===== src/rtl/busborrow_pkg.sv =====
package busborrow_pkg;

    typedef enum logic [2:0] {
        ST_IDLE       = 3'd0,
        ST_REQUEST    = 3'd1,
        ST_WAIT_QUIET = 3'd2,
        ST_OWN        = 3'd3,
        ST_RELEASE    = 3'd4
    } bb_state_t;

    localparam int unsigned BB_SYNC_STAGES_DEF = 2;
    localparam int unsigned BB_NUM_TERM_DEF    = 2;

endpackage


===== src/rtl/busborrow_sync.sv =====
module busborrow_sync #(
    parameter int unsigned WIDTH  = 4,
    parameter int unsigned STAGES = 2
) (
    input  logic             clk,
    input  logic             rst_n,
    input  logic [WIDTH-1:0] async_i,
    output logic [WIDTH-1:0] sync_o
);

    logic [WIDTH-1:0] chain [STAGES];

    always_ff @(posedge clk or negedge rst_n) begin
        if (!rst_n) chain[0] <= '0;
        else        chain[0] <= async_i;
    end

    for (genvar g = 1; g < STAGES; g++) begin : g_stage
        always_ff @(posedge clk or negedge rst_n) begin
            if (!rst_n) chain[g] <= '0;
            else        chain[g] <= chain[g-1];
        end
    end

    assign sync_o = chain[STAGES-1];

endmodule


===== src/rtl/busborrow_quiet.sv =====
module busborrow_quiet #(
    parameter int unsigned NUM_TERM = 2
) (
    input  logic                addr_strobe_s,
    input  logic [NUM_TERM-1:0] term_async_s,
    input  logic                term_sync_s,
    input  logic                ack_other_s,
    output logic                quiet_o
);

    logic master_idle;
    logic slave_idle;
    logic ack_free;

    // previous master no longer addressing
    assign master_idle = ~addr_strobe_s;
    // previous slave has terminated on every path
    assign slave_idle  = ~(|term_async_s) & ~term_sync_s;
    // nobody else holds the acknowledge line
    assign ack_free    = ~ack_other_s;

    assign quiet_o = master_idle & slave_idle & ack_free;

endmodule


===== src/rtl/busborrow_fsm.sv =====
module busborrow_fsm
    import busborrow_pkg::*;
(
    input  logic clk,
    input  logic rst_n,
    input  logic start_i,
    input  logic done_i,
    input  logic grant_s,
    input  logic quiet_s,
    output logic bus_req_o,
    output logic bus_ack_o,
    output logic bus_owned_o,
    output logic busy_o
);

    bb_state_t state_q, state_d;
    logic      first_own_q;

    always_comb begin
        state_d = state_q;
        unique case (state_q)
            ST_IDLE:       if (start_i) state_d = ST_REQUEST;
            ST_REQUEST:    if (grant_s) state_d = ST_WAIT_QUIET;
            ST_WAIT_QUIET: begin
                if (!grant_s)     state_d = ST_REQUEST;
                else if (quiet_s) state_d = ST_OWN;
            end
            ST_OWN:        if (done_i) state_d = ST_RELEASE;
            ST_RELEASE:    state_d = ST_IDLE;
            default:       state_d = ST_IDLE;
        endcase
    end

    always_ff @(posedge clk or negedge rst_n) begin
        if (!rst_n) begin
            state_q     <= ST_IDLE;
            first_own_q <= 1'b0;
        end else begin
            state_q     <= state_d;
            first_own_q <= (state_d == ST_OWN) && (state_q != ST_OWN);
        end
    end

    always_comb begin
        bus_req_o   = 1'b0;
        bus_ack_o   = 1'b0;
        bus_owned_o = 1'b0;
        busy_o      = 1'b1;
        unique case (state_q)
            ST_IDLE:       busy_o = 1'b0;
            ST_REQUEST:    bus_req_o = 1'b1;
            ST_WAIT_QUIET: bus_req_o = 1'b1;
            ST_OWN: begin
                bus_ack_o   = 1'b1;
                bus_owned_o = 1'b1;
                bus_req_o   = first_own_q;
            end
            ST_RELEASE:    bus_ack_o = 1'b0;
            default:       busy_o = 1'b0;
        endcase
    end

endmodule


===== src/rtl/busborrow_ctrl.sv =====
module busborrow_ctrl
    import busborrow_pkg::*;
#(
    parameter int unsigned NUM_TERM    = BB_NUM_TERM_DEF,
    parameter int unsigned SYNC_STAGES = BB_SYNC_STAGES_DEF
) (
    input  logic                clk,
    input  logic                rst_n,
    input  logic                start_i,
    input  logic                done_i,
    output logic                busy_o,
    output logic                bus_owned_o,
    output logic                bus_req_o,
    input  logic                bus_grant_i,
    output logic                bus_ack_o,
    input  logic                ack_other_i,
    input  logic                addr_strobe_i,
    input  logic [NUM_TERM-1:0] term_async_i,
    input  logic                term_sync_i
);

    localparam int unsigned SW = NUM_TERM + 4;

    logic [SW-1:0]       raw_in;
    logic [SW-1:0]       syn_in;
    logic                grant_s;
    logic                strobe_s;
    logic [NUM_TERM-1:0] term_async_s;
    logic                term_sync_s;
    logic                other_s;
    logic                quiet_s;

    assign raw_in = {ack_other_i, term_sync_i, term_async_i, addr_strobe_i, bus_grant_i};

    busborrow_sync #(.WIDTH(SW), .STAGES(SYNC_STAGES)) sync_i (
        .clk     (clk),
        .rst_n   (rst_n),
        .async_i (raw_in),
        .sync_o  (syn_in)
    );

    assign grant_s      = syn_in[0];
    assign strobe_s     = syn_in[1];
    assign term_async_s = syn_in[NUM_TERM+1:2];
    assign term_sync_s  = syn_in[NUM_TERM+2];
    assign other_s      = syn_in[NUM_TERM+3];

    busborrow_quiet #(.NUM_TERM(NUM_TERM)) quiet_i (
        .addr_strobe_s (strobe_s),
        .term_async_s  (term_async_s),
        .term_sync_s   (term_sync_s),
        .ack_other_s   (other_s),
        .quiet_o       (quiet_s)
    );

    busborrow_fsm fsm_i (
        .clk         (clk),
        .rst_n       (rst_n),
        .start_i     (start_i),
        .done_i      (done_i),
        .grant_s     (grant_s),
        .quiet_s     (quiet_s),
        .bus_req_o   (bus_req_o),
        .bus_ack_o   (bus_ack_o),
        .bus_owned_o (bus_owned_o),
        .busy_o      (busy_o)
    );

endmodule


===== config.mk =====
export PLATFORM = sky130hd
export DESIGN_NAME = busborrow_ctrl
export DESIGN_NICKNAME = d
export VERILOG_FILES = /design/src/rtl/busborrow_pkg.sv /design/src/rtl/busborrow_sync.sv /design/src/rtl/busborrow_quiet.sv /design/src/rtl/busborrow_fsm.sv /design/src/rtl/busborrow_ctrl.sv
export SDC_FILE = /design/constraint.sdc
export NUM_CORES = 1
export LEC_CHECK = 0
export CELL_PAD_IN_SITES_DETAIL_PLACEMENT = 1
export CELL_PAD_IN_SITES_GLOBAL_PLACEMENT = 1
export CORE_AREA = 5 5 42 44
export DETAILED_ROUTE_END_ITERATION = 10
export DIE_AREA = 0 0 47 49
export DONT_BUFFER_PORTS = 1
export GPL_TIMING_DRIVEN = 0
export PLACE_DENSITY_LB_ADDON = 0.1
export SYNTH_ARGS = -nofsm -noshare
export SYNTH_HDL_FRONTEND = slang
export SYNTH_SLANG_ARGS = --single-unit

===== constraint.sdc =====
create_clock -name clk -period 1.4 [get_ports clk]
set_clock_uncertainty 0.05 [all_clocks]
set_input_delay 0.28 -clock clk [delete_from_list [all_inputs] [get_ports clk]]
set_output_delay 0.28 -clock clk [all_outputs]
set_load 0.01 [all_outputs]

==> flow_summary.toml, run 1 <==
[floorplanning]
core_area_mm2 = 0.001401
die_width_um = 47
row_count = 14
die_h_um = 49
initial_core_util_pct = 37.77
pin_count = 14
die_area_mm2 = 0.002303

[global_routing]
grt_overflow = 0
grt.total_usage_pct = 10.16
grt_first_pass_wirelength_um = 1628
grt_max_degree = 17
grt_pass1_vias = 400
grt_antenna_before_repair = 0

[clock_tree]
clock_path_buffers = 2
htree_levels = 1
cts_buffers = 3
clk_root_buffer_cell = "clkbuf_4"
clk_pin_slew_worst_paths_ns = 0.08
cts_tree = "yes"
cts.sinks = 16
clk_latency_ns = 0.27

[setup_path]
reg2reg_to = "fsm_i.state_q[0]$_DFF_PN0_"
cp-start-kind = "register"
path_max_fanout = 3
startpoint = "fsm_i.state_q[0]$_DFF_PN0_"
worstPathRequired_ns = 1.07
rr_worst_depth = 5
critPathCaptureType = "primary output"
r2r_setup_slack_ns = 0.04
r2r-start = "fsm_i.state_q[0]$_DFF_PN0_"
cp.arrival_ns = 1.08
critical_path_class = "reg -> out"

[drt]
m1WireLength_um = 355
top_layer = "met3"
viasPerCell = 5.074
final_antenna_net_count = 0
vias = 345
dr.pass1.iters = 1
drt_iter0_markers = 0
wl_per_cell_um = 15.50
routed_wl_um = 1054
route.met2.wl_um = 608
drcViolationCount = 0
wl_met3_um = 89

[synth]
syn_nets = 47
synth_cells = 37
synth_top_area_share_pct = 75.65
yosys_warnings = 0
synth.area.top_cells = "dfrtp_1 76%, nor2_1 3.5%, and4bb_2 2.4%"
yosys_most_used_dff = "dfrtp_1"
ys_seq_elements = 16
synth_common_cells = "16 x dfrtp_1, 5 x nor2_1, 2 x a21oi_1, 2 x nand2_1"
ys_types = 16
synth_most_common_cell = "dfrtp_1"
syn-cell-area_um2 = 529.3
synth_top_area_cell = "dfrtp_1"
synth_edf_count = 0
synth.avg_cell_area_um2 = 14.30
yosysSeqAreaShare_pct = 75.65
async_flop_share_pct = 100.0

[power]
comb_power_share_pct = 37.0
leakage_nw = 0.3225
power_frac_seq_pct = 46.0
vdd_drop_max_uv = 697.4
switching_share_pct = 33.19
clkPwrFrac_pct = 16.9
cellPowerDensity_mw_per_mm2 = 1714
p_sw_mw = 0.4227
p_int_mw = 0.8509

[sta]
fin_crit_sh_pct = 100.4
max_freq_ghz = 0.7114
setup_viol = 1
maxSlewHeadroom_pct = 53.57
hold_viol_final = 0
rsz0062_at_grt = "true"
worstMarginPinSlew_ns = 0.6942
layout_min_cycle_time_ns = 1.406
setup_slack_ns = -0.005766
drv_slew = 0
hold_slack_ns = 0.08326

[outcome]
outcome = "finished with violations"
failed_checks = "negative setup slack"

[placed_design]
place.gp.congestion = 0.7061
place_ws_ns = 0.05099
dp_hpwl_um = 687
port_buffers = 0
placed_area_um2 = 549.3

[run]
maxCapViolCount = 0

[finish]
finalInstanceArea_um2 = 743.2
syn_to_final_growth_pct = 40.43
diodes = 0
drive_gt1_share_pct = 38.46
nets = 64

[min_path]
hold_path_class = "in -> reg"
worstHoldStart = "done_i"
hold_path_depth = 1
min_to = "fsm_i.state_q[2]$_DFF_PN0_"
[worst max-delay path, stage by stage, from the launching register on]
cell and delay (ns):
dfrtp_2 0.45, nor2_4 0.19, xnor2_2 0.16
[timing repair]
action                                  in CTS  in global routing
endpoints found under the hold margin       22                  0
gates resized for setup                     14                  2
cloned                                       0                  0
setup buffers                                4                  1
endpoints found under the setup margin       4                  3
hold buffers                                 7                  0
pin swaps                                    2                  1
[cells in the final DEF, fill, tap and decap left out]
cell / netlist / final
a2bb2oi_1: 1 / 1
nand2_4: 0 / 1
clkbuf_4: 0 / 3
a21oi_1: 2 / 2
xor2_2: 0 / 1
nand2b_1: 1 / 1
buf_6: 0 / 1
nand4bb_1: 1 / 1
nor3_4: 0 / 1
and4bb_2: 1 / 1
nor2_1: 5 / 2
and2_1: 1 / 1
nand3_1: 1 / 1
dfrtp_2: 0 / 3
dlygate4sd3_1: 0 / 7
buf_4: 1 / 5
nor2_4: 0 / 3
nand2_1: 2 / 1
dfrtp_1: 16 / 13
nor4_1: 1 / 1
a31oi_1: 1 / 1
xnor2_2: 0 / 1
[per-stage QoR]
step	utilization [%]	TNS [ns]	std cells	total power, mW
floorplan	-	0	37	0.7568
global placement	39.20	0	53	0.7895
detailed placement	39.20	0	53	0.8102
CTS	51.70	-0.03620	67	1.228
global route	53.04	-0.1343	68	1.357
finish	53.04	-0.005766	68	1.274
[power by group through the flow]
stage	Clock [mW]	Combinational, mW	Sequential [mW]
2_1_floorplan	0	0.194	0.563
3_3_place_gp	0	0.217	0.573
3_5_place_dp	0	0.231	0.579
5_1_grt	0.254	0.509	0.594
6_report	0.216	0.472	0.586
4_1_cts	0.233	0.410	0.585
[worst max-delay path by stage]
stage / end / slack (ns)
after global routing: busy_o / -0.06
after global placement: bus_owned_o / 0.08
after floorplan: bus_owned_o / 0.19
after CTS: bus_req_o / -0.02
final: busy_o / -0.006
after detailed placement: bus_owned_o / 0.05
[per-layer routing]
metal,track usage (%),up-vias
met5,0,-
met4,3.687,0
met3,4.059,0
met2,18.78,16
met1,9.220,174
li1,-,155
[state kept, by name, indices dropped and copies added (netlist names)]
| signal | flops |
|---|---|
| sync_i.chain | 6 |
| fsm_i.state_q | 3 |
| fsm_i.first_own_q | 1 |
| sync_i.sync_o | 6 |
[cell families (layout without fill, tap and decap cells)]
group                     count (synthesis)  after routing  synth area share, %
and+or+nand+nor                          14             14                14.89
xor gates and xnor gates                  2              2                3.310
AOI/OAI and AO/OA                         4              4                4.729
DFF                                      16             16                75.65
buffers and inverters                     1             16                1.419
[area by class of cell]
type                    count  area [um^2]
fillers                   129        658.1
multi-input cells          20        177.7
plain buffers               1        11.26
flip-flops and latches     16        404.1
clock buffers               3        22.52
repair buffers             12        107.6
well taps                  16        20.02
Power figures use the tool's default switching activity.
==> run 2: changes to the inputs <==
- CAP_MARGIN: not set -> 10
- TNS_END_PERCENT: not set -> 5
==> flow_summary.toml, run 2 (synthesis results as in run 1) <==
[finish]
fin_util_pct = 52.77
final_cell_mix = "13 x dfrtp_1, 7 x dlygate4sd3_1, 6 x buf_4"
seq_area_um2 = 404.1
final_common_cell = "dfrtp_1"
stdcell_count = 68
diodes = 0
syn_to_final_growth_pct = 39.72
multi_input_area_um2 = 177.7
drive_gt1_share_pct = 38.46
nets = 64
finalInstanceArea_um2 = 739.5
nFillCells = 131

[power]
clkPwrFrac_pct = 17.0
p_sw_mw = 0.4215
comb_power_share_pct = 36.7
cellPowerDensity_mw_per_mm2 = 1714
switching_share_pct = 33.25
leakage_nw = 0.3217
p_int_mw = 0.8460
power_frac_seq_pct = 46.3
power_mw = 1.267
vdd_drop_max_uv = 697.4

[setup_path]
r2r-start = "fsm_i.state_q[0]$_DFF_PN0_"
cp-start-kind = "register"
cp.arrival_ns = 1.08
rr_worst_depth = 5
slowest_stage = "dfrtp_2"
worstPathRequired_ns = 1.07
critical_path_class = "reg -> out"
path_max_fanout = 3
cp_top_family = "flip-flops"
r2r_setup_slack_ns = 0.04
reg2reg_to = "fsm_i.state_q[0]$_DFF_PN0_"
worstPathCellList = "nor2_4 > xnor2_2"
max_stage_delay_ns = 0.45
critPathCaptureType = "primary output"
path_buf_inv = 0

[sta]
drv_slew = 0
setup_viol = 1
setup_slack_ns = -0.005766
hold_slack_ns = 0.08326
maxSlewHeadroom_pct = 53.57
max_freq_ghz = 0.7114
fin_crit_sh_pct = 100.4
worstMarginPinSlew_ns = 0.6942
hold_viol_final = 0
rsz0062_at_grt = "true"
layout_min_cycle_time_ns = 1.406

[clock_tree]
clk_latency_ns = 0.27
clock_path_buffers = 2
clk_root_buffer_cell = "clkbuf_4"
cts_buffers = 3
cts.sinks = 16
clk_pin_slew_worst_paths_ns = 0.08
htree_levels = 1
cts_tree = "yes"

[min_path]
worstHoldStart = "done_i"
hold_path_depth = 1
hold_path_class = "in -> reg"
min_to = "fsm_i.state_q[2]$_DFF_PN0_"

[drt]
viasPerCell = 5.074
vias = 345
dr.pass1.iters = 1
final_antenna_net_count = 0
drt_iter0_markers = 0
routed_wl_um = 1056
wl_per_cell_um = 15.53
drcViolationCount = 0

[floorplanning]
pin_count = 14
initial_core_util_pct = 37.77
core_area_mm2 = 0.001401
row_count = 14
die_width_um = 47
die_area_mm2 = 0.002303
die_h_um = 49

[global_routing]
grt_overflow = 0
grt.total_usage_pct = 10.16
grt_pass1_vias = 400
grt_max_degree = 17
grt_antenna_before_repair = 0
grt_first_pass_wirelength_um = 1628

[outcome]
failed_checks = "negative setup slack"
outcome = "finished with violations"

[run]
maxCapViolCount = 0

[placed_design]
dp_hpwl_um = 687
port_buffers = 0
placed_area_um2 = 549.3
placed_cells = 53
place.gp.congestion = 0.7061
-- run 2: power groups by stage --
stage / clock, mW / sequential, mW / combinational (mW)
after global placement: 0 / 0.573 / 0.217
final: 0.216 / 0.586 / 0.466
after CTS: 0.233 / 0.585 / 0.410
after detailed placement: 0 / 0.579 / 0.231
after global routing: 0.254 / 0.594 / 0.502
after floorplan: 0 / 0.563 / 0.194
-- run 2: area by class of cell --
cell class / instances / share of cell area (%)
buffer: 1 / 1.015
tap: 16 / 2.707
timing repair buffer: 12 / 14.55
multi-input combinational: 20 / 24.03
sequential: 16 / 54.65
clock buffer: 3 / 3.046
-- run 2: repair_timing --
item / in CTS / in global routing
resized for setup: 14 / 1
endpoints found under the setup margin: 4 / 3
setup buffers: 4 / 1
hold buffers: 7 / 0
hold endpoints to repair: 22 / 0
pin swaps: 2 / 1
-- run 2: worst max path at each step --
stage          cells after the start  slack, ns                        from     endpoint
6_report                           2     -0.006  fsm_i.state_q[0]$_DFF_PN0_       busy_o
4_1_cts                            3      -0.02  fsm_i.state_q[0]$_DFF_PN0_    bus_req_o
3_3_place_gp                       3       0.08  fsm_i.state_q[1]$_DFF_PN0_  bus_owned_o
2_1_floorplan                      3       0.19  fsm_i.state_q[1]$_DFF_PN0_  bus_owned_o
3_5_place_dp                       3       0.05  fsm_i.state_q[1]$_DFF_PN0_  bus_owned_o
5_1_grt                            2      -0.06  fsm_i.state_q[0]$_DFF_PN0_       busy_o
-- run 2: layer usage --
layer  track usage, %  vias up  part of all wire (%)
met5                0        -                     0
met4            3.687        0                     0
met3            4.059        0                   8.6
met2            18.78       16                    58
met1            9.220      174                    34
li1                 -      155                     -
-- run 2: worst register-to-register path, stage by stage, from the launching register on --
cell and delay [ns]:
dfrtp_2 0.45, buf_4 0.15, buf_4 0.14, xor2_2 0.17
nand2b_1 0.10, a31oi_1 0.21
-- run 2: stage by stage --
step                       TNS (ns)  setup WS [ns]
after floorplan                   0         0.1859
after global placement            0        0.07864
after detailed placement          0        0.05099
after CTS                  -0.03620       -0.01819
after global routing        -0.1439       -0.06148
final                     -0.005766      -0.005766
==> run 3: changes to the inputs <==
- REMOVE_ABC_BUFFERS: not set -> 1
==> flow_summary.toml, run 3 (synthesis results as in run 1) <==
[outcome]
outcome = "finished with violations"
failed_checks = "negative setup slack"

[finish]
nFillCells = 142
syn_to_final_growth_pct = 35.70
nets = 61
final_common_cell = "dfrtp_1"
final_cell_mix = "13 x dfrtp_1, 7 x dlygate4sd3_1, 3 x clkbuf_4, 3 x dfrtp_2, 3 x buf_4"
fin_util_pct = 51.25
drive_gt1_share_pct = 34.00
diodes = 0

[clock_tree]
clock_path_buffers = 2
cts.sinks = 16
htree_levels = 1
clk_latency_ns = 0.28
cts_tree = "yes"
clk_pin_slew_worst_paths_ns = 0.08
cts_buffers = 3
clk_root_buffer_cell = "clkbuf_4"

[power]
leakage_nw = 0.3121
vdd_drop_max_uv = 793.8
power_mw = 1.259
cellPowerDensity_mw_per_mm2 = 1753

[global_routing]
grt.busiest_layer = "met2"
grt.total_usage_pct = 9.719
grt_overflow = 0
grt_max_degree = 17
grt_first_pass_wirelength_um = 1559
grt_pass1_vias = 370
grt_use_met2_pct = 15.38
use_met3_pct = 3.321
grtUsageMet1_pct = 10.61
grt_antenna_before_repair = 0

[placed_design]
dp_hpwl_um = 622
place_ws_ns = 0.1452
place.gp.congestion = 0.7390
port_buffers = 0

[floorplanning]
pin_count = 14
die_width_um = 47
initial_core_util_pct = 37.77
die_h_um = 49
die_area_mm2 = 0.002303
core_area_mm2 = 0.001401
row_count = 14

[drt]
routed_wl_um = 906
dr.pass1.iters = 1
drt_iter0_markers = 0
vias = 326
viasPerCell = 4.939
final_antenna_net_count = 0
drcViolationCount = 0
wl_per_cell_um = 13.73

[sta]
rsz0062_at_grt = "true"
max_freq_ghz = 0.7139
worstMarginPinSlew_ns = 0.6576
hold_viol_final = 0
maxSlewHeadroom_pct = 56.02
setup_viol = 1
setup_slack_ns = -0.0008288
setup_tns_ns = -0.0008288
drv_slew = 0
fin_crit_sh_pct = 100.1
layout_min_cycle_time_ns = 1.401

[setup_path]
path_max_fanout = 3
cp-start-kind = "register"
critPathCaptureType = "primary output"
worstPathRequired_ns = 1.07
critical_path_class = "reg -> out"
worstPathCellList = "nor2_4 > xnor2_2"
startpoint = "fsm_i.state_q[1]$_DFF_PN0_"
cp.arrival_ns = 1.07
max_stage_delay_ns = 0.46
r2r-start = "fsm_i.state_q[1]$_DFF_PN0_"
slowest_stage = "dfrtp_2"

[min_path]
worstHoldStart = "done_i"
hold_path_class = "in -> reg"

[run]
maxCapViolCount = 0
run 3: what timing repair did:
action,4_1_cts,5_1_grt
hold endpoints to repair,22,0
pin swaps,2,3
hold buffers,7,0
endpoints found under the setup margin,4,4
buffers inserted,3,0
cloned,0,0
gates resized for setup,8,5
run 3: metrics by stage:
stage | instance area (um^2) | hold WS (ns) | cells
after global placement | 541.8 | -0.06522 | 52
after floorplan | 521.8 | -0.06559 | 36
after global routing | 718.2 | 0.05419 | 66
final | 718.2 | 0.08775 | 66
after detailed placement | 541.8 | -0.06525 | 52
after CTS | 695.7 | 0.07398 | 66
run 3: final cells by class:
| class | instances | area, um^2 | area share [%] |
|---|---|---|---|
| multi-input combinational | 20 | 165.2 | 23.00 |
| clock buffer | 4 | 36.28 | 5.052 |
| tap | 16 | 20.02 | 2.787 |
| timing repair buffer | 10 | 92.59 | 12.89 |
| sequential | 16 | 404.1 | 56.27 |
run 3: worst paths after layout:
| check | slack [ns] | cells after the start | to |
|---|---|---|---|
| max | -0.0008 | 2 | busy_o |
| min | 0.09 | 1 | fsm_i.state_q[2]$_DFF_PN0_ |
| max reg2reg | 0.10 | 4 | fsm_i.state_q[0]$_DFF_PN0_ |
| min reg2reg | 0.30 | 0 | sync_i.sync_o[0]$_DFF_PN0_ |
| max in group asynchronous | 0.42 | 1 | fsm_i.state_q[2]$_DFF_PN0_ |
| min in group asynchronous | 0.42 | 1 | sync_i.chain[7]$_DFF_PN0_ |
run 3: routing by layer:
metal | share of wire (%) | wire length [um]
met1 | 33 | 303
met2 | 60 | 544
met3 | 6.3 | 57
met4 | 0 | 0
met5 | 0 | 0
run 3: worst max-delay path: cells and delay by family, from the launching register on:
family | cells | cell delay, ns
simple gates | 1 | 0.18
flops | 1 | 0.46
xor+xnor | 1 | 0.15
run 3: where the power goes:
group	total [mW]	internal, mW	switching [mW]
Combinational	0.375	0.185	0.191
Clock	0.291	0.158	0.133
Sequential	0.593	0.519	0.0741
